`src/rtl/baud_pkg.sv`:
```
package baud_pkg;
  // Strobes passed from control to the divisor datapath each cycle
  typedef struct packed {
    logic reload;  // a divisor byte was written: restart counting
    logic step;    // prescaler output enable
  } baudStrobe_t;
endpackage

```
`src/rtl/baud_ctl.sv`:
```
module baud_ctl
  import baud_pkg::*;
#(
  parameter int BYTE_W  = 8,
  parameter int PRE_DIV = 4
) (
  input  logic                  clk,
  input  logic                  rst_n,
  input  logic                  prescaleSel,
  input  logic                  wrLo,
  input  logic                  wrHi,
  input  logic [BYTE_W-1:0]     wrData,
  output logic [2*BYTE_W-1:0]   divisor,
  output baudStrobe_t           strobes
);
  localparam int NUM_BYTES = 2;
  localparam int PRE_W     = (PRE_DIV > 1) ? $clog2(PRE_DIV) : 1;
  localparam logic [PRE_W-1:0] PRE_LAST = PRE_W'(PRE_DIV - 1);

  logic [NUM_BYTES-1:0] wrVec;
  logic [PRE_W-1:0]     preCnt;
  logic                 reloadNow;

  assign wrVec     = {wrHi, wrLo};
  assign reloadNow = |wrVec;

  // Divisor byte registers, byte 0 is the low half
  for (genvar b = 0; b < NUM_BYTES; b++) begin : g_byte
    logic [BYTE_W-1:0] byteQ;
    always_ff @(posedge clk or negedge rst_n) begin
      if (!rst_n)        byteQ <= '0;
      else if (wrVec[b]) byteQ <= wrData;
    end
    assign divisor[b*BYTE_W +: BYTE_W] = byteQ;
  end

  // Prescaler phase counter, restarted by any divisor write
  always_ff @(posedge clk or negedge rst_n) begin
    if (!rst_n)                preCnt <= '0;
    else if (reloadNow)        preCnt <= '0;
    else if (preCnt == PRE_LAST) preCnt <= '0;
    else                       preCnt <= preCnt + 1'b1;
  end

  always_comb begin
    strobes.reload = reloadNow;
    strobes.step   = prescaleSel ? (preCnt == PRE_LAST) : 1'b1;
  end
endmodule

```
`src/rtl/baud_div.sv`:
```
module baud_div
  import baud_pkg::*;
#(
  parameter int DIV_W = 16
) (
  input  logic             clk,
  input  logic             rst_n,
  input  logic [DIV_W-1:0] divisor,
  input  baudStrobe_t      strobes,
  output logic [DIV_W-1:0] divCount,
  output logic             tick
);
  logic             enabled;
  logic             atLast;
  logic [DIV_W-1:0] cntQ;

  assign enabled  = (divisor != '0);
  assign atLast   = (cntQ == divisor - 1'b1);
  assign divCount = cntQ;

  always_ff @(posedge clk or negedge rst_n) begin
    if (!rst_n) begin
      cntQ <= '0;
      tick <= 1'b0;
    end else if (strobes.reload) begin
      cntQ <= '0;
      tick <= 1'b0;
    end else if (strobes.step && enabled) begin
      cntQ <= atLast ? '0 : cntQ + 1'b1;
      tick <= atLast;
    end else begin
      tick <= 1'b0;
    end
  end
endmodule

```
`src/rtl/baud_tick_gen.sv`:
```
module baud_tick_gen
  import baud_pkg::*;
#(
  parameter int BYTE_W  = 8,
  parameter int PRE_DIV = 4
) (
  input  logic              clk,
  input  logic              rst_n,
  input  logic              prescaleSel,
  input  logic              wrLo,
  input  logic              wrHi,
  input  logic [BYTE_W-1:0] wrData,
  output logic              tick
);
  localparam int DIV_W = 2 * BYTE_W;

  logic [DIV_W-1:0] divisor;
  logic [DIV_W-1:0] divCount;
  baudStrobe_t      strobes;

  baud_ctl #(.BYTE_W(BYTE_W), .PRE_DIV(PRE_DIV)) u_ctl (
    .clk(clk), .rst_n(rst_n), .prescaleSel(prescaleSel),
    .wrLo(wrLo), .wrHi(wrHi), .wrData(wrData),
    .divisor(divisor), .strobes(strobes)
  );

  baud_div #(.DIV_W(DIV_W)) u_div (
    .clk(clk), .rst_n(rst_n), .divisor(divisor), .strobes(strobes),
    .divCount(divCount), .tick(tick)
  );
endmodule

```
`config.mk`:
```
export PLATFORM = sky130hd
export DESIGN_NAME = baud_tick_gen
export DESIGN_NICKNAME = d
export VERILOG_FILES = /design/src/rtl/baud_pkg.sv /design/src/rtl/baud_ctl.sv /design/src/rtl/baud_div.sv /design/src/rtl/baud_tick_gen.sv
export SDC_FILE = /design/constraint.sdc
export NUM_CORES = 1
export LEC_CHECK = 0
export ABC_AREA = 1
export CELL_PAD_IN_SITES_DETAIL_PLACEMENT = 1
export CELL_PAD_IN_SITES_GLOBAL_PLACEMENT = 2
export CORE_MARGIN = 4
export CORE_UTILIZATION = 38
export DETAILED_ROUTE_END_ITERATION = 6
export GPL_ROUTABILITY_DRIVEN = 1
export PLACE_DENSITY_LB_ADDON = 0.1
export RECOVER_POWER = 50
export SLEW_MARGIN = 30
export SYNTH_ARGS = -nofsm -noshare
export SYNTH_HDL_FRONTEND = slang
export SYNTH_SLANG_ARGS = --single-unit
```
`constraint.sdc`:
```
create_clock -name clk -period 5.8 [get_ports clk]
set_input_delay 1.45 -clock clk [delete_from_list [all_inputs] [get_ports clk]]
set_output_delay 1.45 -clock clk [all_outputs]
set_load 0.005 [all_outputs]
```
==> metrics.txt, run 1 <==
outcome complete, but fails checks; failing checks max-capacitance violations, max-slew violations; maximum vdd drop 0.0000839 V; PortBufs 13; Post-Place Cells 418; hold path depth 1; DRC errors left 0; Worst Path Max Fanout 24; FF-to-FF End u_div.divCount[3]; diode count 0; CTS tree built; Final Skew 0.00692 ns; Setup crit end kind flop; share of layout cells above drive strength 1 18.3%; relative slew slack -35.3%; Final Hold Vio Count 0; top cells by count, synth nand2_1 (78), nor2_1 (41), dfrtp_1 (35), inv_1 (26), nand3_1 (20); r2r setup slk 3.48 ns; cell area after synthesis 2550 sq um; Layout fillers 797; Post-CTS Hold Buffers 0; Routed Wire Length 6800 um; Most used DFF post-synth dfrtp_1; # resized after CTS 0; Synthesized Nets 349; Initial Utilization 39.7%; Sink Count 35; die width 89.9 um; cts bufs inserted 5; clk_lat worst skew 0.29 ns; hold_ws 0.453 ns; WP data arrival 3.47 ns; Core Box Area 6420 sq um; critical path required time 6.01 ns; largest net degree at the start of global routing 36; #FFs+latches synth 35; Die ar. 8080 sq um; CP Class in2reg; initial antenna violation count 0; start of the worst register-to-register path u_ctl.g_byte[0].byteQ[0]; WL/cell 16.0 um; CP Launch Type input pin; PwrDens 210 nW/um^2; worst-margin pin slew 2.03 ns; Ys Warns 0; RSZ-0062 raised after global routing no; final setup violating endpoints 0; Achievable Freq 308 MHz; worst min-delay path category reg2reg; Slew Viols, Final 36; TritonRoute pass-1 iters 6; Async S/R FF share, synth 100%; clock transition at the registers of the reported paths 0.07 ns; hold_sp u_ctl.preCnt[0]; most frequent cell after synthesis nand2_1; gr usage total 18.1%; minimum clock period 3.25 ns; Final Wtd Congestion 0.808; post-CTS repair timing setup buffer count 0; largest area contributor in the netlist dfrtp_1; post-synth cell types 31; row count 29; # H-tree levels 2; Layout Cells excl Fill 426; Via-to-Cell Ratio 5.13; via count 2187; post-synthesis cell count 333; sequential area share after synthesis 34.4%; Overflow after GRT 0; number of global-route vias before repair 2233; first-pass GRT wire length 11600 um; Final #Nets 364; fin crit share 56.1%; Worst Reg-to-Reg Cells 11; antenna viol nets, final 0; Setup TNS Final 0 ns; Synth top area share 34.4%; maxcap violations 1; clk buf depth 2; Min-Delay Endpoint u_ctl.preCnt[0]; initial DRC count 68; main area contributors after synthesis dfrtp_1 (34%), nand2_1 (11%), xor2_1 (6.5%); DIE HEIGHT 89.9 um; I/O pins 14; Post-synth EDFFs 0; crit path launch wrLo; leak pwr 1.24 nW; synthesis-to-layout area growth 10.6%; post-DP HPWL 5430 um; CTS root buf clkbuf_8; Avg Synthesized Cell Area 7.65 sq um
==> metal layers <==
metal / wire length, um / global-route usage (%) / share of wire, %
met2: 3140 / 28.6 / 46
met1: 3420 / 25.4 / 50
met5: 0 / 0 / 0
met3: 128 / 2.84 / 1.9
met4: 103 / 5.48 / 1.5
==> cell type report <==
cell class                      instances  area [sq um]  area share (%)
Sequential cell                        35           876            31.1
Inverter                               34           128            4.53
Timing Repair Buffer                   13           124            4.39
Tap cell                               77          96.3            3.42
Multi-Input combinational cell        259          1500            53.0
Clock buffer                            8           100            3.55
==> how the worst max path moves through the flow <==
stage,end,slack (ns),depth (start not counted)
CTS,u_div.divCount[3],2.54,7
finish,u_div.divCount[3],2.55,7
detailed placement,u_div.divCount[3],2.23,7
global placement,u_div.divCount[6],2.28,7
floorplan,u_div.divCount[9],3.40,6
global route,u_div.divCount[7],2.34,7
==> report_power, final <==
part	internal (mW)	switching (mW)	total [mW]	leakage [nW]
logic	0.0448	0.0792	0.124	0.728
registers	0.256	0.0160	0.272	0.455
clock network	0.108	0.0888	0.197	0.0515
total	0.409	0.184	0.593	1.24
==> layout by cell type, fill, tap and decap left out, drive strengths merged <==
cell,netlist,final
a21oi,14,14
clkbuf,2,9
clkdlybuf4s50,0,12
dfrtp,35,35
ha,3,3
inv,34,34
mux2,6,6
nand2,93,93
nand3,24,24
nand3b,4,4
nand4,7,7
nor2,52,52
nor3,7,7
o21ai,19,19
o21bai,3,3
o22ai,1,1
or2,1,1
xnor2,6,6
xor2,19,19
==> critical path, cell delays in order <==
cell             delay (ns)
clkdlybuf4s50_1        0.65
nor2_1                 0.50
nand2_4                0.30
inv_2                  0.22
nor2_1                 0.08
xor2_1                 0.14
a21oi_1                0.12
==> flip-flops by register name, indices dropped and copies added (netlist names) <==
| name | flops |
|---|---|
| u_ctl.g_byte.byteQ | 16 |
| u_ctl.preCnt | 2 |
| u_div.divCount | 16 |
| u_div.tick | 1 |
==> through the flow <==
stage                     total power, mW  cell area [sq um]  setup WS, ns  util [%]
after CTS                           0.603               2820          2.54      43.9
after global placement              0.399               2720          2.28      42.4
after global routing                0.633               2820          2.34      43.9
final                               0.593               2820          2.55      43.9
after detailed placement            0.402               2720          2.23      42.4
after floorplan                     0.363               2550          3.40         -
==> cell families (layout without fill, tap and decap cells) <==
kind of cell    after synthesis  in the layout  share of synthesized area (%)
xor+xnor                     25             25                           8.59
flops                        35             35                           34.4
compound gates               37             37                           9.92
simple gates                188            188                           36.0
buf+inv                      39             55                           6.97
mux                           6              6                           2.65
fa+ha+maj                     3              3                           1.47
(Power assumes the default switching activity.)
==> run 2, diff against run 1 <==
CORE_UTILIZATION = 36   (was 38)
clock period = 3.15 ns   (was 5.8 ns; I/O delays follow)
==> run 2 against run 1 <==
Against the previous run: the run still ends with max-capacitance violations, max-slew violations left; critical path depth increased by 4; first-iteration DRC count increased by 7.4%; sequential power rose by 84%; worst hold slack worse by 0.0098 ns; non-clock buffer count increased by 2; clock power rose by 110%; utilization decreased by 1.8 points.
==> metrics.txt, run 2 (synthesized netlist as in run 1, its figures left out) <==
Setup crit end kind flop; maximum vdd drop 0.000209 V (+150%); cts bufs inserted 5 (unchanged); post-DP HPWL 5620 um (+3.5%); first-pass GRT wire length 11900 um (+1.9%); Overflow after GRT 0 (unchanged); WP data arrival 2.51 ns (-0.96 ns); most common cell after layout, fill and taps aside nand2_1; row count 30 (+3.4%); DRC errors left 0 (unchanged); critical path required time 3.36 ns (-2.65 ns); clk_lat worst skew 0.28 ns (about the same); WL/cell 15.4 um (-3.5%); post-CTS repair timing setup buffer count 0 (unchanged); leak pwr 1.25 nW (+1.6%); CTS tree built; Final Wtd Congestion 0.774 (-4.2%); worst min-delay path category reg2reg; clk buf depth 2 (unchanged); Final #Nets 366 (+0.55%); diode count 0 (unchanged); largest net degree at the start of global routing 36 (unchanged); Layout fillers 863 (+8.3%); Sink Count 35 (unchanged); PwrDens 399 nW/um^2 (+90%); Setup TNS Final 0 ns (unchanged); share of layout cells above drive strength 1 19.1% (+0.75 points); antenna viol nets, final 0 (unchanged); Worst Path Max Fanout 24 (unchanged); Core Box Area 6830 sq um (+6.4%); RSZ-0062 raised after global routing no; # H-tree levels 2 (unchanged); Achievable Freq 434 MHz; final setup violating endpoints 0 (unchanged); TritonRoute pass-1 iters 4 (-2); Die ar. 8490 sq um (+5.1%); via count 2183 (-0.18%); PortBufs 13 (unchanged); Final Skew 0.00591 ns (-0.00101 ns); I/O pins 14 (unchanged); Post-CTS Hold Buffers 0 (unchanged); Final Hold Vio Count 0 (unchanged); initial DRC count 73 (+7.4%); gr usage total 17.8% (-0.26 points); fin crit share 73.1%; failing checks max-capacitance violations, max-slew violations; number of global-route vias before repair 2314 (+3.6%); CP Class reg2reg; most frequent cells in the layout nand2_1 (78), nor2_1 (41), dfrtp_1 (35); CTS root buf clkbuf_8; CP Launch Type flop; maxcap violations 1 (unchanged); Slew Viols, Final 36 (unchanged); # resized after CTS 0 (unchanged); die width 92.1 um (+2.5%); clock transition at the registers of the reported paths 0.07 ns (about the same); initial antenna violation count 0 (unchanged); worst-margin pin slew 1.99 ns (-0.0402 ns); Initial Utilization 37.3% (-2.4 points); Via-to-Cell Ratio 4.88 (-4.9%); fin util 42.1% (-1.8 points); Routed Wire Length 6890 um (+1.2%); synthesis-to-layout area growth 12.8%; minimum clock period 2.30 ns; relative slew slack -32.7% (+2.7 points); outcome complete, but fails checks; DIE HEIGHT 92.1 um (+2.5%)
==> run 2: changes by cell type in the layout (fill, tap and decap cells not counted), sizes merged <==
| cell | change |
|---|---|
| buf | +2 |
| bufinv | +1 |
| clkbuf | -2 |
| clkinv | +1 |
==> run 2: critical path: stages, from the launching register on <==
cell and delay [ns]:
dfrtp_1 0.44, inv_2 0.15, ha_1 0.31, nand2_4 0.13
nor2_8 0.15, nand2_2 0.09, o22ai_4 0.16, nand2_4 0.24
inv_2 0.22, nor2_1 0.07, xor2_1 0.14, a21oi_1 0.11
==> run 2: layer usage <==
metal,vias up,share of wire (%),global-route usage (%)
li1,1101,-,-
met1,1061,48,25.1
met2,15,48,29.0
met3,6,2.5,2.46
met4,0,1.2,3.96
met5,-,0,0
==> run 2: path summary, 6_finish.rpt <==
check                      slack (ns)  cells past startpoint                        to                      from
max                              0.85                     11         u_div.divCount[3]  u_ctl.g_byte[0].byteQ[0]
min                              0.44                      1           u_ctl.preCnt[0]           u_ctl.preCnt[0]
max reg2reg                      0.85                     11         u_div.divCount[3]  u_ctl.g_byte[0].byteQ[0]
min reg2reg                      0.44                      1           u_ctl.preCnt[0]           u_ctl.preCnt[0]
max in group asynchronous        0.95                      1         u_div.divCount[1]                     rst_n
min in group asynchronous        1.06                      1  u_ctl.g_byte[0].byteQ[4]                     rst_n
==> run 2: where the power goes <==
group / switching, mW / internal, mW / leakage (nW)
registers: 0.0299 / 0.470 / 0.455
clock network: 0.163 / 0.256 / 0.0612
logic: 0.144 / 0.0840 / 0.738
==> run 2: area by class of cell <==
cell class / instances / area (sq um) / share of cell area, %
tap: 96 / 120 / 4.18
inverter: 34 / 128 / 4.44
timing repair buffer: 15 / 139 / 4.83
sequential: 35 / 876 / 30.5
multi-input combinational: 259 / 1500 / 52.0
clock buffer: 6 / 82.6 / 2.87
clock inverter: 2 / 35.0 / 1.22
==> run 2: per-stage QoR <==
stage	power [mW]	area, sq um	hold slack, ns	std cells	setup slack, ns
2_1_floorplan	0.669	2550	0.415	333	1.30
3_3_place_gp	0.737	2760	0.429	439	0.588
3_5_place_dp	0.742	2760	0.435	439	0.556
6_report	1.15	2880	0.444	447	0.847
5_1_grt	1.23	2880	0.476	447	0.474
4_1_cts	1.17	2880	0.446	447	0.803
